[src/rtl/fwd_pkg.sv]
package fwd_pkg;
  localparam int IDX_W = 4;
  localparam int SEL_W = IDX_W + 1;

  // Per-operand decision handed from control to datapath
  typedef struct packed {
    logic             hit;
    logic             fromWb;
    logic [IDX_W-1:0] src;
  } fwdStrobe_t;
endpackage

[src/rtl/fwd_ctrl.sv]
module fwd_ctrl
  import fwd_pkg::*;
#(
  parameter int NUM_DP  = 4,
  parameter int NUM_SRC = 2,
  parameter int REG_W   = 5,
  parameter logic [NUM_DP*NUM_DP-1:0] LINK_MAP = 16'h0042
) (
  input  logic [NUM_DP-1:0]               exMemWe,
  input  logic [NUM_DP*REG_W-1:0]         exMemRd,
  input  logic [NUM_DP-1:0]               memWbWe,
  input  logic [NUM_DP*REG_W-1:0]         memWbRd,
  input  logic [NUM_DP*NUM_SRC*REG_W-1:0] idSrc,
  output fwdStrobe_t [NUM_DP*NUM_SRC-1:0] strobes
);
  localparam int NUM_OPS = NUM_DP * NUM_SRC;

  // Symmetric link matrix; own datapath always allowed
  logic [NUM_DP-1:0] linkOk [NUM_DP];
  for (genvar a = 0; a < NUM_DP; a++) begin : g_linkRow
    for (genvar b = 0; b < NUM_DP; b++) begin : g_linkCol
      assign linkOk[a][b] = (a == b) || LINK_MAP[a*NUM_DP+b] || LINK_MAP[b*NUM_DP+a];
    end
  end

  for (genvar k = 0; k < NUM_OPS; k++) begin : g_op
    localparam int CONS = k / NUM_SRC;
    logic [REG_W-1:0]  srcReg;
    logic [NUM_DP-1:0] exMatch;
    logic [NUM_DP-1:0] wbMatch;
    fwdStrobe_t        pick;

    assign srcReg = idSrc[k*REG_W +: REG_W];

    for (genvar p = 0; p < NUM_DP; p++) begin : g_cmp
      assign exMatch[p] = exMemWe[p] && (exMemRd[p*REG_W +: REG_W] == srcReg)
                          && (srcReg != '0) && linkOk[CONS][p];
      assign wbMatch[p] = memWbWe[p] && (memWbRd[p*REG_W +: REG_W] == srcReg)
                          && (srcReg != '0) && linkOk[CONS][p];
    end

    // Scan high to low so the lowest index wins; EX/MEM scanned last so it wins
    always_comb begin
      pick = '0;
      for (int p = NUM_DP - 1; p >= 0; p--) begin
        if (wbMatch[p]) begin
          pick.hit    = 1'b1;
          pick.fromWb = 1'b1;
          pick.src    = IDX_W'(p);
        end
      end
      for (int p = NUM_DP - 1; p >= 0; p--) begin
        if (exMatch[p]) begin
          pick.hit    = 1'b1;
          pick.fromWb = 1'b0;
          pick.src    = IDX_W'(p);
        end
      end
    end

    assign strobes[k] = pick;
  end
endmodule

[src/rtl/fwd_dpath.sv]
module fwd_dpath
  import fwd_pkg::*;
#(
  parameter int NUM_DP  = 4,
  parameter int NUM_SRC = 2,
  parameter int REG_W   = 5,
  parameter int DATA_W  = 32,
  parameter logic [NUM_DP*NUM_DP-1:0] LINK_MAP = 16'h0042
) (
  input  logic                             clk,
  input  logic                             rstN,
  input  fwdStrobe_t [NUM_DP*NUM_SRC-1:0]  strobes,
  input  logic [NUM_DP*DATA_W-1:0]         exMemData,
  input  logic [NUM_DP*DATA_W-1:0]         memWbData,
  input  logic [NUM_DP*NUM_SRC*REG_W-1:0]  idSrc,
  input  logic [NUM_DP*NUM_SRC*DATA_W-1:0] rfData,
  output logic [NUM_DP*NUM_SRC*DATA_W-1:0] opValue,
  output logic [NUM_DP*NUM_SRC*SEL_W-1:0]  opSel,
  output logic [NUM_DP*NUM_SRC-1:0]        opHit
);
  localparam int NUM_OPS = NUM_DP * NUM_SRC;

  function automatic logic linkedPair(int a, int b);
    if (b >= NUM_DP) return 1'b0;
    return (a == b) || LINK_MAP[a*NUM_DP+b] || LINK_MAP[b*NUM_DP+a];
  endfunction

  logic [DATA_W-1:0] exArr [NUM_DP];
  logic [DATA_W-1:0] wbArr [NUM_DP];
  for (genvar p = 0; p < NUM_DP; p++) begin : g_unpack
    assign exArr[p] = exMemData[p*DATA_W +: DATA_W];
    assign wbArr[p] = memWbData[p*DATA_W +: DATA_W];
  end

  for (genvar k = 0; k < NUM_OPS; k++) begin : g_op
    localparam int CONS = k / NUM_SRC;
    logic [DATA_W-1:0] nextVal;

    always_comb begin
      nextVal = rfData[k*DATA_W +: DATA_W];
      if (strobes[k].hit) begin
        for (int p = 0; p < NUM_DP; p++) begin
          if (strobes[k].src == IDX_W'(p))
            nextVal = strobes[k].fromWb ? wbArr[p] : exArr[p];
        end
      end
    end

    // ID/EX operand register
    always_ff @(posedge clk or negedge rstN) begin
      if (!rstN) begin
        opValue[k*DATA_W +: DATA_W] <= '0;
        opSel[k*SEL_W +: SEL_W]     <= '0;
        opHit[k]                    <= 1'b0;
      end else begin
        opValue[k*DATA_W +: DATA_W] <= nextVal;
        opSel[k*SEL_W +: SEL_W]     <= strobes[k].hit ? {strobes[k].fromWb, strobes[k].src} : '0;
        opHit[k]                    <= strobes[k].hit;
      end
    end

    p_nohit_rf_r8: assert property (@(posedge clk) disable iff (!rstN)
      !strobes[k].hit |=> (!opHit[k] && opSel[k*SEL_W +: SEL_W] == '0
                           && opValue[k*DATA_W +: DATA_W] == $past(rfData[k*DATA_W +: DATA_W])));

    p_link_only_r4: assert property (@(posedge clk) disable iff (!rstN)
      opHit[k] |-> linkedPair(CONS, int'(opSel[k*SEL_W +: IDX_W])));

    p_zero_src_r5: assert property (@(posedge clk) disable iff (!rstN)
      (idSrc[k*REG_W +: REG_W] == '0) |=> !opHit[k]);

    for (genvar p = 0; p < NUM_DP; p++) begin : g_chk
      p_ex_value_r10: assert property (@(posedge clk) disable iff (!rstN)
        (strobes[k].hit && !strobes[k].fromWb && strobes[k].src == IDX_W'(p))
        |=> opValue[k*DATA_W +: DATA_W] == $past(exMemData[p*DATA_W +: DATA_W]));
      p_wb_value_r10: assert property (@(posedge clk) disable iff (!rstN)
        (strobes[k].hit && strobes[k].fromWb && strobes[k].src == IDX_W'(p))
        |=> opValue[k*DATA_W +: DATA_W] == $past(memWbData[p*DATA_W +: DATA_W]));
    end
  end
endmodule

[src/rtl/fwd_unit.sv]
module fwd_unit
  import fwd_pkg::*;
#(
  parameter int NUM_DP  = 4,
  parameter int NUM_SRC = 2,
  parameter int REG_W   = 5,
  parameter int DATA_W  = 32,
  parameter logic [NUM_DP*NUM_DP-1:0] LINK_MAP = 16'h0042
) (
  input  logic                             clk,
  input  logic                             rstN,
  input  logic [NUM_DP-1:0]                exMemWe,
  input  logic [NUM_DP*REG_W-1:0]          exMemRd,
  input  logic [NUM_DP*DATA_W-1:0]         exMemData,
  input  logic [NUM_DP-1:0]                memWbWe,
  input  logic [NUM_DP*REG_W-1:0]          memWbRd,
  input  logic [NUM_DP*DATA_W-1:0]         memWbData,
  input  logic [NUM_DP*NUM_SRC*REG_W-1:0]  idSrc,
  input  logic [NUM_DP*NUM_SRC*DATA_W-1:0] rfData,
  output logic [NUM_DP*NUM_SRC*DATA_W-1:0] opValue,
  output logic [NUM_DP*NUM_SRC*SEL_W-1:0]  opSel,
  output logic [NUM_DP*NUM_SRC-1:0]        opHit
);
  fwdStrobe_t [NUM_DP*NUM_SRC-1:0] strobes;

  fwd_ctrl #(
    .NUM_DP(NUM_DP), .NUM_SRC(NUM_SRC), .REG_W(REG_W), .LINK_MAP(LINK_MAP)
  ) ctrl_i (
    .exMemWe(exMemWe), .exMemRd(exMemRd), .memWbWe(memWbWe), .memWbRd(memWbRd),
    .idSrc(idSrc), .strobes(strobes)
  );

  fwd_dpath #(
    .NUM_DP(NUM_DP), .NUM_SRC(NUM_SRC), .REG_W(REG_W), .DATA_W(DATA_W), .LINK_MAP(LINK_MAP)
  ) dpath_i (
    .clk(clk), .rstN(rstN), .strobes(strobes), .exMemData(exMemData),
    .memWbData(memWbData), .idSrc(idSrc), .rfData(rfData),
    .opValue(opValue), .opSel(opSel), .opHit(opHit)
  );
endmodule

[config.mk]
export PLATFORM = sky130hd
export DESIGN_NAME = fwd_unit
export DESIGN_NICKNAME = d
export VERILOG_FILES = /design/src/rtl/fwd_pkg.sv /design/src/rtl/fwd_ctrl.sv /design/src/rtl/fwd_dpath.sv /design/src/rtl/fwd_unit.sv
export SDC_FILE = /design/constraint.sdc
export NUM_CORES = 1
export LEC_CHECK = 0
export ABC_AREA = 0
export CORE_AREA = 2 2 355 357
export CTS_BUF_LIST = sky130_fd_sc_hd__clkbuf_4 sky130_fd_sc_hd__clkbuf_8 sky130_fd_sc_hd__clkbuf_16
export DETAILED_ROUTE_END_ITERATION = 8
export DIE_AREA = 0 0 357 359
export PLACE_DENSITY_LB_ADDON = 0.08
export SLEW_MARGIN = 5
export SYNTH_ARGS = -nofsm -noshare
export SYNTH_HDL_FRONTEND = slang
export SYNTH_SLANG_ARGS = --single-unit
[constraint.sdc]
create_clock -name clk -period 0.8 [get_ports clk]
set_input_delay 0.16 -clock clk [delete_from_list [all_inputs] [get_ports clk]]
set_output_delay 0.16 -clock clk [all_outputs]
set_load 0.005 [all_outputs]
# Word-level counts from Yosys, hierarchy flattened
# Index checks and enable logic that the tools add are counted.
[classes]
eq_ne = 56
muxes = 112
reduce_logical = 80
[op_table]
columns = ["cell", "n"]
rows = [
  ["32-bit two-way mux", 72],
  ["6-bit two-way mux", 32],
  ["5-bit equality test", 32],
  ["4-bit by 2-bit equality test with 1-bit output, second input constant", 16],
  ["1-bit logical AND", 64],
  ["5-bit two-way mux", 8],
  ["5-bit nonzero test", 8],
  ["4-bit by 1-bit equality test with 1-bit output, second input constant", 8],
  ["4-bit zero test", 8],
]
[totals]
register_bits = 304
elab_cells = 272
inputBits = 602
output_inout_bits = 304

# Depth between registers and ports, before layout
[depth]
word_depth = 15
depth_mapped = 13
mapped_depth_nobuf = 9

# Hierarchy
# Synthesis repeated with hierarchy kept, for this count alone.
[hier_totals]
hier_cells = 3076
hier_area_um2 = 30808.3
[by_module_without_submodules]
columns = ["module", "cells_each", "n_inst", "area_per_inst_um2"]
rows = [
  ["fwd_dpath", 2706, 1, 28214.6],
  ["fwd_ctrl", 370, 1, 2593.7],
]

# Worst setup path after synthesis
# No wires, ideal clock.
[synth_path]
path_type = "input port to flip-flop"
startpoint = "input port idSrc[11]"
endpoint = "register dpath_i.opValue[71]"
required_ns = 0.667
n_path_buf = 3
setup_ns = 0.133
arrival_ns = 2.394
path_stages = 11
slack_ns = -1.728
path_cell_list = "buf_2 > or4_1 > nor2_2 > nor4_1 > nor3_1 > nand2b_1 > buf_2 > buf_2 > mux2_2 > a22oi_1 > o211ai_1"
[synth_between]
elab_chain_len = 15
elab_cells_between_ends = 38
cone_classes = "eq/ne: 9; mux: 15; reduce/logical: 14"
[synth_rtl]
columns = ["item", "line_no", "source"]
rows = [
  ["from (decl)", "fwd_unit.sv:18", "input logic [NUM_DP*NUM_SRC*REG_W-1:0] idSrc,"],
  ["5-bit equality test", "fwd_ctrl.sv:38", "assign wbMatch[p] = memWbWe[p] && (memWbRd[p*REG_W +: REG_W] == srcReg)"],
  ["1-bit logical AND", "fwd_ctrl.sv:38", ""],
  ["1-bit logical AND", "fwd_ctrl.sv:39", "&& (srcReg != '0) && linkOk[CONS][p];"],
  ["6-bit two-way mux (3 in series)", "fwd_ctrl.sv:46", "if (wbMatch[p]) begin"],
  ["6-bit two-way mux (2 in series)", "fwd_ctrl.sv:53", "if (exMatch[p]) begin"],
  ["6-bit two-way mux (*)", "fwd_ctrl.sv:53", ""],
  ["4-bit zero test / 32-bit two-way mux (equally long branches)", "fwd_dpath.sv:43, fwd_dpath.sv:44", ""],
  ["32-bit two-way mux (4 in series)", "fwd_dpath.sv:43", "if (strobes[k].src == IDX_W'(p))"],
  ["32-bit two-way mux (*)", "fwd_dpath.sv:41", "if (strobes[k].hit) begin"],
  ["net dpath_i.g_op[2].nextVal[7]", "fwd_dpath.sv:37", "logic [DATA_W-1:0] nextVal;"],
  ["to (signal, indexed assignment)", "fwd_dpath.sv:56", "opValue[k*DATA_W +: DATA_W] <= nextVal;"],
  ["to (decl)", "fwd_dpath.sv:17", "output logic [NUM_DP*NUM_SRC*DATA_W-1:0] opValue,"],
]
# The timed path passes the listed nets; every way through them passes the cells marked *.

# Worst setup path in the final report
[layout_path]
startpoint = "input port idSrc[1]"
endpoint = "register dpath_i.opValue[11]"
[layout_between]
elab_chain_len = 13
elab_cells_between_ends = 30
cone_classes = "eq/ne: 7; mux: 13; reduce/logical: 10"
[layout_rtl]
columns = ["item", "line_no"]
rows = [
  ["5-bit equality test", "fwd_ctrl.sv:38"],
  ["1-bit logical AND", "fwd_ctrl.sv:38"],
  ["1-bit logical AND", "fwd_ctrl.sv:39"],
  ["6-bit two-way mux (2 in series)", "fwd_ctrl.sv:46"],
  ["6-bit two-way mux", "fwd_ctrl.sv:53"],
  ["6-bit two-way mux (*)", "fwd_ctrl.sv:53"],
  ["4-bit zero test / 32-bit two-way mux (equally long branches)", "fwd_dpath.sv:43, fwd_dpath.sv:44"],
  ["32-bit two-way mux (4 in series)", "fwd_dpath.sv:43"],
  ["32-bit two-way mux (*)", "fwd_dpath.sv:41"],
  ["net dpath_i.g_op[0].nextVal[11]", "fwd_dpath.sv:37"],
]
# Marks and branches as above.

==> metrics.yaml <==
end_kind: "register"
start_util_pct: 15.61
core_area_sq_um: 124600
antenna_found_initial: 55
num-fill-cells: 12670
ir_drop_mv: 1.654
grt_usage_pct: 27.26
path_class: "input pin to register"
drc: 0
drt_iter0_drc: 1807
hold_viol_final: 0
tightest_slew_ps: 740.1
synthTopCellsByArea: "dfrtp_1 36%, mux2i_1 11%, nand2_1 7.0%"
synth_seq_cells: 282
yosysTopAreaCell: "dfrtp_1"
fin_crit_ps: 2157
hp-class: "input pin to register"
clk_pin_slew_ps: 60
clock_sinks: 282
die_y_microns: 359
fp.dieArea_sq_um: 128200
io-pin-count: 906
final_max_slew_viol_count: 0
synth.distinct_cells: 67
worstPathMaxFanout: 5
fin_util_pct: 35.04
htreeDepth: 2
finalSetupViolCount: 568
hold_path.startpoint: "exMemData[109]"
maxClockFrequency_ghz: 0.4636
finalNonFillerCells: 5432
vias_per_cell: 4.777
worstHoldEndpoint: "dpath_i.opValue[205]"
rsz0062_at_grt: "yes"
cts_made_buffers: 44
powerDensity_nw_per_um2: 1368
cp_data_required_time_ps: 1300
nets: 4324
cts_buffer_depth: 3
whs_path_depth: 3
layout_setup_ws_ps: -1357
portBuffers: 887
via_count: 25950
cap_violations: 0
violations: "setup timing"
grt_pass1_vias: 27160
synth_xor_area_share_pct: 7.207
synth_mux_area_share_pct: 12.05
netlist.area_leader.share_pct: 36.29
placed_cells_incl_taps: 5026
async_flop_share_pct: 100.0
syn_area_per_cell_sq_um: 8.862
syn-cell-area_sq_um: 19440
yosys.area_share.adder_pct: 0
synth-main-ff-cell: "dfrtp_1"
total_power_w: 0.05973
synth_top_family_by_area: "compound AO/OA/AOI/OAI gates"
leakage_nw: 18.21
rows: 130
synth_common_cells: "365 x nand2_1, 282 x dfrtp_1, 215 x mux2i_1"
grt_first_pass_wirelength_microns: 241100
slew_headroom_pct: 50.66
synth-simple-area-share_pct: 14.55
drt-pass1-iter-count: 5
ys_seq_area_share_pct: 36.29
grt-ovfl-total: 0
ys_warn_count: 0
synth-edff-count: 0
grt_max_degree: 57
cts_root_buf: "clkbuf_16"
area_delta_synth_final_pct: 124.6
wl_per_cell_microns: 34.15
cp-startpoint: "idSrc[1]"
cp.arrival_ps: 2650
synth.most_common_cell: "nand2_1"
synth_cells: 2194
detail-route-antenna-nets: 0
cp-start-kind: "input pin"
drive_above_1_share_pct: 47.54
synth-compound-area-share_pct: 23.17
place.gp.congestion: 0.8918
die_w_microns: 357
hpwl_microns: 135500
min_period_over_period_pct: 269.6
cts_tree: "yes"
routed_wl_microns: 185500
status: "finished, violations left"
[how the worst max path moves through the flow]
stage | endpoint | slack, ps
6_report | dpath_i.opValue[11] | -1360
5_1_grt | dpath_i.opValue[123] | -1440
4_1_cts | dpath_i.opValue[119] | -1370
3_5_place_dp | dpath_i.opValue[109] | -2660
3_3_place_gp | dpath_i.opValue[113] | -2600
2_1_floorplan | dpath_i.opValue[112] | -1670
[area by class of cell]
type                            instances  area [sq um]  area share (%)
Multi-Input combinational cell       1667         14600           33.44
Clock buffer                           57          1260           2.886
Clock inverter                         22         349.1          0.7995
Tap cell                             1650          2064           4.728
Inverter                               11         92.59          0.2121
Timing Repair Buffer                 1714         18130           41.53
Sequential cell                       282          7064           16.18
Antenna cell                           27         67.56          0.1547
Timing Repair inverter                  2         28.78         0.06591
[layer usage]
layer | track usage (%) | vias to the layer above | routed length (microns) | share of wire, %
met5 | 0 | - | 255 | 0.14
met2 | 47.66 | 1370 | 90520 | 49
met1 | 31.19 | 12990 | 69750 | 38
met3 | 7.391 | 400 | 15380 | 8.3
li1 | - | 11140 | - | -
met4 | 10.86 | 42 | 9593 | 5.2
[cell usage in the layout, fill, tap and decap left out, types with 30 or more instances in the layout]
master / netlist / final
a21oi_1: 51 / 33
a221oi_2: 6 / 35
a31oi_1: 35 / 34
buf_12: 2 / 168
buf_16: 0 / 46
buf_4: 43 / 418
buf_6: 9 / 254
clkbuf_16: 0 / 61
clkbuf_2: 0 / 217
clkdlybuf4s50_1: 0 / 512
dfrtp_1: 282 / 276
mux2i_1: 215 / 171
nand2_1: 365 / 300
nand2_2: 0 / 42
nand4_1: 32 / 32
nor2_1: 94 / 78
nor3_4: 0 / 34
o21a_1: 33 / 32
o21ai_1: 29 / 128
o21ai_2: 2 / 32
o221ai_2: 10 / 30
o22a_1: 32 / 32
xnor2_1: 106 / 62
xnor2_2: 0 / 43
xor2_1: 54 / 49
[where the power goes]
part	switching (W)	total (W)	internal, W
Sequential	0.000786	0.0164	0.0156
Combinational	0.0101	0.0209	0.0108
Clock	0.00870	0.0224	0.0137
[worst max-delay path, cell delays in order]
cell and delay, ps:
buf_6 90, or4_4 560, nor2_4 170, nor4_4 70
or4_4 560, a21oi_4 170, buf_12 140, buf_12 100
buf_16 150, buf_12 120, o221ai_4 100, buf_6 150
o21a_1 100
[registers in the layout, summed over array words and instances, names as in the netlist]
register	count
dpath_i.opHit	6
dpath_i.opSel	20
dpath_i.opValue	256
[through the flow]
step	hold WS [ps]	TNS [ps]	area [sq um]	setup slack, ps
2_1_floorplan	-135.6	-359240	20910	-1668
3_3_place_gp	192.1	-651390	35080	-2599
3_5_place_dp	191.3	-651460	35080	-2656
4_1_cts	53.95	-547180	42050	-1368
5_1_grt	99.73	-432150	43640	-1443
6_report	109.9	-410510	43660	-1357
[logic make-up after synthesis]
logic type	Yosys count
flip-flops	282
AND/OR/NAND/NOR	639
buffers and inverters	262
multiplexers	232
XOR/XNOR	160
AO/OA/AOI/OAI	618
other	1
[what timing repair did]
action | 4_1_cts | 5_1_grt
pin swaps | 282 | 238
endpoints found under the hold margin | 282 | 0
setup endpoints to repair | 568 | 568
resized for setup | 830 | 1128
hold buffers | 1 | 0
setup buffers | 191 | 108
gates cloned | 45 | 21
Power figures use the tool's default switching activity.
